===== config.mk =====
export PLATFORM = sky130hd
export DESIGN_NAME = adc_bus_ctrl
export DESIGN_NICKNAME = d
export VERILOG_FILES = /design/src/rtl/adc_bus_pkg.sv /design/src/rtl/adc_strobe_edge.sv /design/src/rtl/adc_conv_seq.sv /design/src/rtl/adc_result_port.sv /design/src/rtl/adc_bus_ctrl.sv
export SDC_FILE = /design/constraint.sdc
export NUM_CORES = 1
export LEC_CHECK = 0
export ABC_AREA = 1
export CORE_MARGIN = 4
export CORE_UTILIZATION = 54
export CTS_CLUSTER_DIAMETER = 60
export CTS_CLUSTER_SIZE = 28
export DETAILED_ROUTE_END_ITERATION = 12
export DONT_BUFFER_PORTS = 1
export PLACE_DENSITY_LB_ADDON = 0.2
export SYNTH_ARGS = -nofsm -noshare
export SYNTH_HDL_FRONTEND = slang
export SYNTH_SLANG_ARGS = --single-unit

===== constraint.sdc =====
create_clock -name clk -period 1.35 [get_ports clk]
set_clock_uncertainty 0.1 [all_clocks]
set_input_delay 0.27 -clock clk [delete_from_list [all_inputs] [get_ports clk]]
set_output_delay 0.27 -clock clk [all_outputs]
set_load 0.02 [all_outputs]

===== src/rtl/adc_bus_pkg.sv =====
package adc_bus_pkg;

   typedef enum logic [1:0] {
      PH_IDLE   = 2'd0,
      PH_SAMPLE = 2'd1,
      PH_FINE   = 2'd2
   } phase_e;

   function automatic int unsigned max_of(input int unsigned a, input int unsigned b);
      return (a > b) ? a : b;
   endfunction

endpackage


===== src/rtl/adc_strobe_edge.sv =====
module adc_strobe_edge (
   input  logic clk,
   input  logic rst_n,
   input  logic cs_n,
   input  logic sh_n,
   input  logic rd_n,
   output logic sh_act,
   output logic sh_start,
   output logic rd_act,
   output logic rd_end
);

   logic sh_q;
   logic rd_q;

   assign sh_act   = ~cs_n & ~sh_n;
   assign rd_act   = ~cs_n & ~rd_n;
   assign sh_start = sh_act & ~sh_q;
   assign rd_end   = rd_q & ~rd_act;

   always_ff @(posedge clk or negedge rst_n) begin
      if (!rst_n) begin
         sh_q <= 1'b0;
         rd_q <= 1'b0;
      end else begin
         sh_q <= sh_act;
         rd_q <= rd_act;
      end
   end

endmodule


===== src/rtl/adc_conv_seq.sv =====
module adc_conv_seq
   import adc_bus_pkg::*;
#(
   parameter int unsigned CH_W       = 2,
   parameter int unsigned COARSE_CYC = 6,
   parameter int unsigned MIN_SAMPLE = 3
) (
   input  logic            clk,
   input  logic            rst_n,
   input  logic            mode_tied,
   input  logic            sh_act,
   input  logic            sh_start,
   input  logic [CH_W-1:0] sel,
   input  logic            conv_done,
   output logic            coarse_en,
   output logic            fine_start,
   output logic [CH_W-1:0] conv_ch,
   output logic            complete
);

   localparam int unsigned LIM = max_of(COARSE_CYC, MIN_SAMPLE);
   localparam int unsigned CW  = $clog2(LIM + 1) + 1;
   localparam logic [CW-1:0] CNT_MAX   = '1;
   localparam logic [CW-1:0] COARSE_LV = CW'(COARSE_CYC);
   localparam logic [CW-1:0] MIN_LV    = CW'(MIN_SAMPLE);

   phase_e          phase;
   logic [CW-1:0]   cnt;
   logic [CH_W-1:0] ch_q;
   logic            fine_q;
   logic            leave_sample;
   logic            busy;

   generate
      if (COARSE_CYC < 1) begin : g_bad_coarse
         $error("COARSE_CYC must be at least 1");
      end
      if (MIN_SAMPLE < 1) begin : g_bad_min
         $error("MIN_SAMPLE must be at least 1");
      end
   endgenerate

   assign leave_sample = mode_tied ? (cnt == COARSE_LV) : ~sh_act;
   assign busy         = (phase != PH_IDLE);
   assign coarse_en    = (phase == PH_SAMPLE);
   assign fine_start   = fine_q;
   assign conv_ch      = ch_q;
   assign complete     = (phase == PH_FINE) & conv_done;

   always_ff @(posedge clk or negedge rst_n) begin
      if (!rst_n) begin
         phase  <= PH_IDLE;
         cnt    <= '0;
         ch_q   <= '0;
         fine_q <= 1'b0;
      end else begin
         fine_q <= 1'b0;
         case (phase)
            PH_IDLE: begin
               if (sh_start) begin
                  phase <= PH_SAMPLE;
                  cnt   <= CW'(1);
                  ch_q  <= sel;
               end
            end
            PH_SAMPLE: begin
               if (leave_sample) begin
                  phase  <= PH_FINE;
                  fine_q <= 1'b1;
               end else if (cnt != CNT_MAX) begin
                  cnt <= cnt + CW'(1);
               end
            end
            PH_FINE: begin
               if (conv_done) begin
                  phase <= PH_IDLE;
               end
            end
            default: phase <= PH_IDLE;
         endcase
      end
   end


   fine_pulse_chk: assert property (@(posedge clk) disable iff (!rst_n)
      fine_start |=> !fine_start);


   ch_hold_chk: assert property (@(posedge clk) disable iff (!rst_n)
      (busy && $past(busy)) |-> $stable(conv_ch));

   // R4 (input assumption: minimum sample pulse in separate mode)
   min_sample_chk: assert property (@(posedge clk) disable iff (!rst_n)
      (phase == PH_SAMPLE && !mode_tied && !sh_act) |-> (cnt >= MIN_LV));

endmodule


===== src/rtl/adc_result_port.sv =====
module adc_result_port #(
   parameter int unsigned DATA_W = 10
) (
   input  logic              clk,
   input  logic              rst_n,
   input  logic              complete,
   input  logic [DATA_W-1:0] conv_data,
   input  logic              rd_act,
   input  logic              rd_end,
   output logic [DATA_W-1:0] db_out,
   output logic              db_oe,
   output logic              int_n
);

   logic [DATA_W-1:0] result_q;
   logic              int_q;

   generate
      if (DATA_W < 1) begin : g_bad_width
         $error("DATA_W must be at least 1");
      end
   endgenerate

   assign db_out = result_q;
   assign db_oe  = rd_act;
   assign int_n  = int_q;

   always_ff @(posedge clk or negedge rst_n) begin
      if (!rst_n) begin
         result_q <= '0;
         int_q    <= 1'b1;
      end else begin
         if (complete) begin
            result_q <= conv_data;
            int_q    <= 1'b0;
         end else if (rd_end) begin
            int_q <= 1'b1;
         end
      end
   end


   bus_hold_chk: assert property (@(posedge clk) disable iff (!rst_n)
      !complete |=> $stable(db_out));


   int_rise_chk: assert property (@(posedge clk) disable iff (!rst_n)
      $rose(int_n) |-> $past(rd_end));

endmodule


===== src/rtl/adc_bus_ctrl.sv =====
module adc_bus_ctrl #(
   parameter int unsigned CHANNELS   = 4,
   parameter int unsigned DATA_W     = 10,
   parameter int unsigned COARSE_CYC = 6,
   parameter int unsigned MIN_SAMPLE = 3,
   localparam int unsigned CH_W      = (CHANNELS > 1) ? $clog2(CHANNELS) : 1
) (
   input  logic              clk,
   input  logic              rst_n,
   input  logic              mode_tied,
   input  logic              cs_n,
   input  logic              sh_n,
   input  logic              rd_n,
   input  logic [CH_W-1:0]   sel,
   input  logic              conv_done,
   input  logic [DATA_W-1:0] conv_data,
   output logic              coarse_en,
   output logic              fine_start,
   output logic [CH_W-1:0]   conv_ch,
   output logic [DATA_W-1:0] db_out,
   output logic              db_oe,
   output logic              int_n
);

   logic sh_act;
   logic sh_start;
   logic rd_act;
   logic rd_end;
   logic complete;

   generate
      if (CHANNELS != 2 && CHANNELS != 4) begin : g_bad_channels
         $error("CHANNELS must be 2 or 4");
      end
   endgenerate

   adc_strobe_edge u_edge (
      .clk      (clk),
      .rst_n    (rst_n),
      .cs_n     (cs_n),
      .sh_n     (sh_n),
      .rd_n     (rd_n),
      .sh_act   (sh_act),
      .sh_start (sh_start),
      .rd_act   (rd_act),
      .rd_end   (rd_end)
   );

   adc_conv_seq #(
      .CH_W       (CH_W),
      .COARSE_CYC (COARSE_CYC),
      .MIN_SAMPLE (MIN_SAMPLE)
   ) u_seq (
      .clk        (clk),
      .rst_n      (rst_n),
      .mode_tied  (mode_tied),
      .sh_act     (sh_act),
      .sh_start   (sh_start),
      .sel        (sel),
      .conv_done  (conv_done),
      .coarse_en  (coarse_en),
      .fine_start (fine_start),
      .conv_ch    (conv_ch),
      .complete   (complete)
   );

   adc_result_port #(
      .DATA_W (DATA_W)
   ) u_port (
      .clk       (clk),
      .rst_n     (rst_n),
      .complete  (complete),
      .conv_data (conv_data),
      .rd_act    (rd_act),
      .rd_end    (rd_end),
      .db_out    (db_out),
      .db_oe     (db_oe),
      .int_n     (int_n)
   );


   cs_gate_chk: assert property (@(posedge clk) disable iff (!rst_n)
      $rose(coarse_en) |-> $past(!cs_n && !sh_n));


   int_fall_chk: assert property (@(posedge clk) disable iff (!rst_n)
      $fell(int_n) |-> $past(conv_done));

endmodule


== After elaboration in Yosys (flattened, before gate mapping) ==
Index checks and enable logic that the tools add are counted.

* Word-level logic and storage cells: 48
* Output and inout port bits: 16
* Bits in registers: 22

* Multiplexer cells: 13
* Add/sub/neg operators: 1
* Reductions and logical operators: 6
* Equality and inequality tests: 9
* Bitwise gates (word level): 11

{| class="wikitable"
|+ Operators with widths
! cell !! count
|-
| two-way mux 4 bit || 3
|-
| case mux 4 bit (2 select lines) || 1
|-
| two-way mux 2 bit || 3
|-
| inequality test 2 bit, second input constant || 3
|-
| inverter 1 bit || 6
|-
| case mux 2 bit (3 select lines) || 1
|-
| AND 1 bit || 5
|-
| two-way mux 1 bit || 5
|-
| adder 4 x 1 -> 4 bit, second input constant || 1
|-
| == test 4 x 3 -> 1 bit, second input constant || 1
|-
| inequality test 2 x 1 -> 1 bit, second input constant || 2
|-
| inequality test 4 bit, second input constant || 1
|-
| AND reduction 4 bit || 1
|-
| nonzero test 2 bit || 2
|-
| AND reduction 3 bit || 1
|-
| == test 2 x 1 -> 1 bit, second input constant || 1
|-
| == test 2 bit, second input constant || 1
|-
| logical NOT 2 bit || 1
|-
| AND reduction 2 bit || 1
|}

== Logic depth before layout (Yosys ltp) ==
* Depth in word-level cells: 6
* Depth in mapped cells: 9
* Gate-level depth less buffers: 9

== Cells and area by module ==
From an unflattened synthesis, not the netlist that was laid out.

* Cells, all modules: 116
* Area total of the unflattened synthesis: 1044.8 um^2

{| class="wikitable"
|+ By module, submodules not included
! module !! area each (um^2) !! cells each !! seq. area each (um^2) !! instances
|-
| adc_conv_seq || 538.0 || 60 || 225.2 || 1
|-
| adc_result_port || 419.2 || 46 || 276.5 || 1
|-
| adc_strobe_edge || 87.6 || 10 || 50.0 || 1
|}

== Least setup slack after synthesis ==
No wires, ideal clock.

* Kind: register to register
* From: reg u_seq.cnt[0]
* To: reg u_seq.cnt[0]
* Clock period less this slack: 1.247 ns
* Data arrival time: 1.029 ns
* Setup slack: 0.103 ns
* Library setup time: 0.118 ns
* Path buffers: 0
* Cell stages (with the launch flop): 6
* Path through: dfrtp_1 > ha_1 > nand3_2 > or2_1 > nand4_1 > nand2_1

* Word-level cells in the longest chain between the ends: 4
* Elaborated cells on any way between the ends: 10
* Classes of those cells: add/sub (1); eq/ne (4); mux (4); reduce/logical (1)

{| class="wikitable"
|+ RTL lines
! item !! line !! source
|-
| start: declaration || adc_conv_seq.sv:28 || <nowiki>logic [CW-1:0] cnt;</nowiki>
|-
| start signal: assignment || adc_conv_seq.sv:71 || <nowiki>cnt <= cnt + CW'(1);</nowiki>
|-
| adder 4 x 1 -> 4 bit or == test 4 x 3 -> 1 bit (tied branches) || adc_conv_seq.sv:71, adc_conv_seq.sv:43 ||
|-
| two-way mux 4 bit or two-way mux 1 bit (tied branches) || adc_conv_seq.sv:70, adc_conv_seq.sv:43 ||
|-
| two-way mux 4 bit or inequality test 2 bit (tied branches) || -- ||
|-
| case mux 4 bit (2 select lines) or AND reduction 4 bit (tied branches) || -- ||
|}

Several ways; a longest one is shown, not always the timed one. The select of a mux whose other input is x is not followed.
A chain may end at the register's enable or synchronous reset.

== Worst setup path after layout ==
* From: reg u_seq.phase[1]
* To: out coarse_en

* Word-level cells in the longest chain between the ends: 1

{| class="wikitable"
|+ RTL lines
! item !! line !! source
|-
| start: declaration || adc_conv_seq.sv:27 || <nowiki>phase_e phase;</nowiki>
|-
| start signal: assignment || adc_conv_seq.sv:52 || <nowiki>phase <= PH_IDLE;</nowiki>
|-
| start signal: assignment || adc_conv_seq.sv:61 || <nowiki>phase <= PH_SAMPLE;</nowiki>
|-
| start signal: assignment || adc_conv_seq.sv:68 || <nowiki>phase <= PH_FINE;</nowiki>
|-
| == test 2 x 1 -> 1 bit || adc_conv_seq.sv:45 || <nowiki>assign coarse_en = (phase == PH_SAMPLE);</nowiki>
|-
| end: declaration || adc_bus_ctrl.sv:17 || <nowiki>output logic coarse_en,</nowiki>
|}

No other way between the ends.

==> results.py <==
metrics = {
    "synthesis": {
        "synth_area_per_cell_um2": 8.68,
        "ys.flop_type": "dfrtp_1",
        "synth_area_leader_cell": "dfrtp_1",
        "yosys_warnings": 0,
        "syn_inst": 114,
        "synth_seq_area_share_pct": 55.8,
        "synth_top_area_share_pct": 53.1,
        "async_flop_share_pct": 100,
        "syn_area_um2": 990,
        "yosysMostFrequentCell": "nand2_1",
        "synth.net_count": 135,
        "synth_commonest_cells": "nand2_1, dfrtp_1, inv_1",
        "synthTopCellsByArea": "dfrtp_1, nand2_1, inv_1",
        "ys_ff_latch": 22,
        "synth_edf_count": 0,
        "synth.distinct_cells": 21,
    },
    "route": {
        "viasPerCell": 5.03,
        "final_antenna_net_count": 0,
        "first_pass_iters": 5,
        "drt_iter0_markers": 40,
        "num_vias": 845,
        "wl_per_cell_um": 13.5,
        "drt-total-wl_mm": 2.27,
        "route.detailed.drc": 0,
    },
    "clock_tree": {
        "path_clk_slew_ps": 120,
        "cts-root-buf": "clkbuf_4",
        "insertion_delay_ps": 310,
        "clk_path_buf_depth": 2,
        "cts_tree": "yes",
        "cts_sinks": 22,
        "cts_made_buffers": 3,
        "htree_levels": 1,
    },
    "placement": {
        "dp_hpwl_mm": 1.37,
        "place_ws_ps": -17.5,
        "gp_routability_congestion": 0.816,
        "portBuffers": 0,
        "placed_cells": 140,
    },
    "layout": {
        "nets": 165,
        "syn_to_final_growth_pct": 38.1,
        "drive_above_1_share_pct": 23.1,
        "final_cells": 168,
        "area.sequential_um2": 552,
        "fillers": 119,
        "multi_input_area_um2": 418,
        "diodes": 0,
    },
    "power": {
        "peakVddDrop_uv": 1350,
        "p_leak_nw": 0.704,
        "combPwrFrac_pct": 26.6,
        "p_sw_share_pct": 39.0,
        "p_sw_uw": 977,
        "p_clk_share_pct": 20.3,
        "powerDensity_nw_per_um2": 1830,
        "p_int_mw": 1.52,
        "seq_power_share_pct": 53.1,
    },
    "sta": {
        "fin_crit_ps": 1410,
        "period_share_pct": 105,
        "setup_ws_ps": -63.1,
        "hold_violations": 0,
        "relSlewSlack_pct": 36.3,
        "setup_viol": 4,
        "finalSetupTns_ps": -99.3,
        "hold_slack_ps": 33.7,
        "tightest_slew_ps": 956,
        "slew_violations": 0,
        "max_freq_ghz": 0.708,
        "rsz0062_at_grt": "true",
    },
    "global_route": {
        "grt_overflow": 0,
        "grt_pass1_wl_mm": 3.87,
        "grt_pass1_vias": 840,
        "grt_antenna_before_repair": 0,
        "grt_max_degree": 23,
        "groute.usage.overall_pct": 20.0,
    },
    "worst_hold_path": {
        "hp-start": "cs_n",
        "hold_path_class": "in -> reg",
        "min_to": "u_port.int_n$_DFFE_PN1P_",
        "hold_depth": 2,
    },
    "setup_path": {
        "ff2ff_setup_slack_ps": -20,
        "worstPathMaxFanout": 3,
        "r2r_end": "u_seq.cnt[0]$_DFFE_PN0P_",
        "cp-start-kind": "flop",
        "setup.worst_path.end_class": "primary output",
        "critPathRequiredTime_ps": 980,
        "rr_startpoint": "u_seq.cnt[0]$_DFFE_PN0P_",
        "arrival_ps": 1040,
        "reg2regPathDepth": 9,
        "critPathKind": "reg -> out",
    },
    "status": {
        "status": "finished, violations left",
        "failed_checks": "negative setup slack",
    },
    "floorplanning": {
        "rows": 15,
        "die_w_um": 50.8,
        "dieArea_um2": 2580,
        "io_pins": 35,
        "coreArea_um2": 1730,
        "die_y_um": 50.8,
        "initial_core_util_pct": 57.3,
    },
    "run": {
        "cap_viol_max_count": 0,
    },
}
==> layout make-up <==
class | instances | share of cell area (%)
Inverter | 14 | 4.21
Clock buffer | 3 | 1.65
Timing Repair Buffer | 27 | 18.7
Multi-Input combinational cell | 76 | 30.6
Sequential cell | 22 | 40.4
Tap cell | 25 | 2.29
Clock inverter | 1 | 2.20
==> routing by layer <==
layer / global-route usage, % / vias to the layer above / part of all wire, %
met1: 27.3 / 381 / 42
met3: 4.66 / 3 / 7.9
met5: 0 / - / 0
met4: 6.73 / 0 / 1.1
met2: 31.3 / 48 / 49
li1: - / 413 / -
==> critical path, cell delays in order, from the launching register on <==
cell and delay [ps]:
dfrtp_1 420, inv_2 90, nand2_4 60, inv_4 60
buf_6 100
==> flip-flops by register name, summed over array words and instances, names as in the netlist <==
name / flops
u_seq.fine_start: 1
u_edge.rd_q: 1
u_seq.cnt: 4
u_seq.conv_ch: 2
u_port.db_out: 10
u_edge.sh_q: 1
u_seq.phase: 2
u_port.int_n: 1
==> cells by family (layout without fill, tap and decap cells) <==
| logic type | after synthesis | in the layout | share of synthesized area (%) |
|---|---|---|---|
| AOI/OAI and AO/OA | 7 | 7 | 4.17 |
| xor gates and xnor gates | 1 | 1 | 0.885 |
| adders and majority gates | 2 | 2 | 2.53 |
| buffers and inverters | 16 | 45 | 6.32 |
| DFF | 22 | 22 | 55.8 |
| and+or+nand+nor | 66 | 66 | 30.3 |
==> worst max path at each step <==
stage / cells after the start / startpoint / endpoint / slack, ps
2_1_floorplan: 5 / u_seq.cnt[0]$_DFFE_PN0P_ / u_seq.cnt[0]$_DFFE_PN0P_ / 100
3_3_place_gp: 5 / u_seq.cnt[1]$_DFFE_PN0P_ / u_seq.cnt[2]$_DFFE_PN0P_ / 40
3_5_place_dp: 5 / u_seq.cnt[1]$_DFFE_PN0P_ / u_seq.cnt[0]$_DFFE_PN0P_ / -20
4_1_cts: 4 / u_seq.phase[1]$_DFFE_PN0P_ / coarse_en / -60
5_1_grt: 9 / u_seq.cnt[0]$_DFFE_PN0P_ / u_seq.cnt[2]$_DFFE_PN0P_ / -140
6_report: 4 / u_seq.phase[1]$_DFFE_PN0P_ / coarse_en / -60
==> per-stage QoR <==
step	area (µm²)	utilization (%)	total power [mW]
after floorplan	990	-	1.66
after global placement	1030	59.9	1.78
after detailed placement	1030	59.9	1.81
after CTS	1300	75.4	2.43
after global routing	1370	79.1	2.69
final	1370	79.1	2.50
==> power by group through the flow <==
stage	logic, mW	clock network (mW)	registers (mW)
floorplan	0.361	0	1.30
global placement	0.445	0	1.34
detailed placement	0.463	0	1.34
CTS	0.589	0.514	1.33
global route	0.775	0.550	1.36
finish	0.666	0.507	1.33
==> cells in the final DEF, fill, tap and decap left out <==
cell type	n
nand3_1	6
inv_2	2
nand2_2	4
ha_2	2
dfstp_2	1
nor2_1	3
xnor2_1	1
nand3b_1	1
o21ai_0	4
bufinv_16	1
a21oi_1	1
nand3_4	2
dlygate4sd3_1	16
dlymetal6s4s_1	1
buf_4	8
nand2_1	41
nor2_2	1
inv_1	10
nand4_1	3
nor2_4	2
or2_1	1
buf_6	2
nand3_2	1
clkbuf_4	3
o21ai_2	1
inv_4	2
o31ai_1	1
dfrtp_1	21
nand2_4	1
==> timing repair <==
action                                 CTS  global route
endpoints found under the hold margin   37             0
setup endpoints to repair                4            41
pin swaps                                0             7
setup buffers                            5             2
hold buffers                            17             0
gates resized for setup                  3            17
Power figures use the tool's default switching activity.
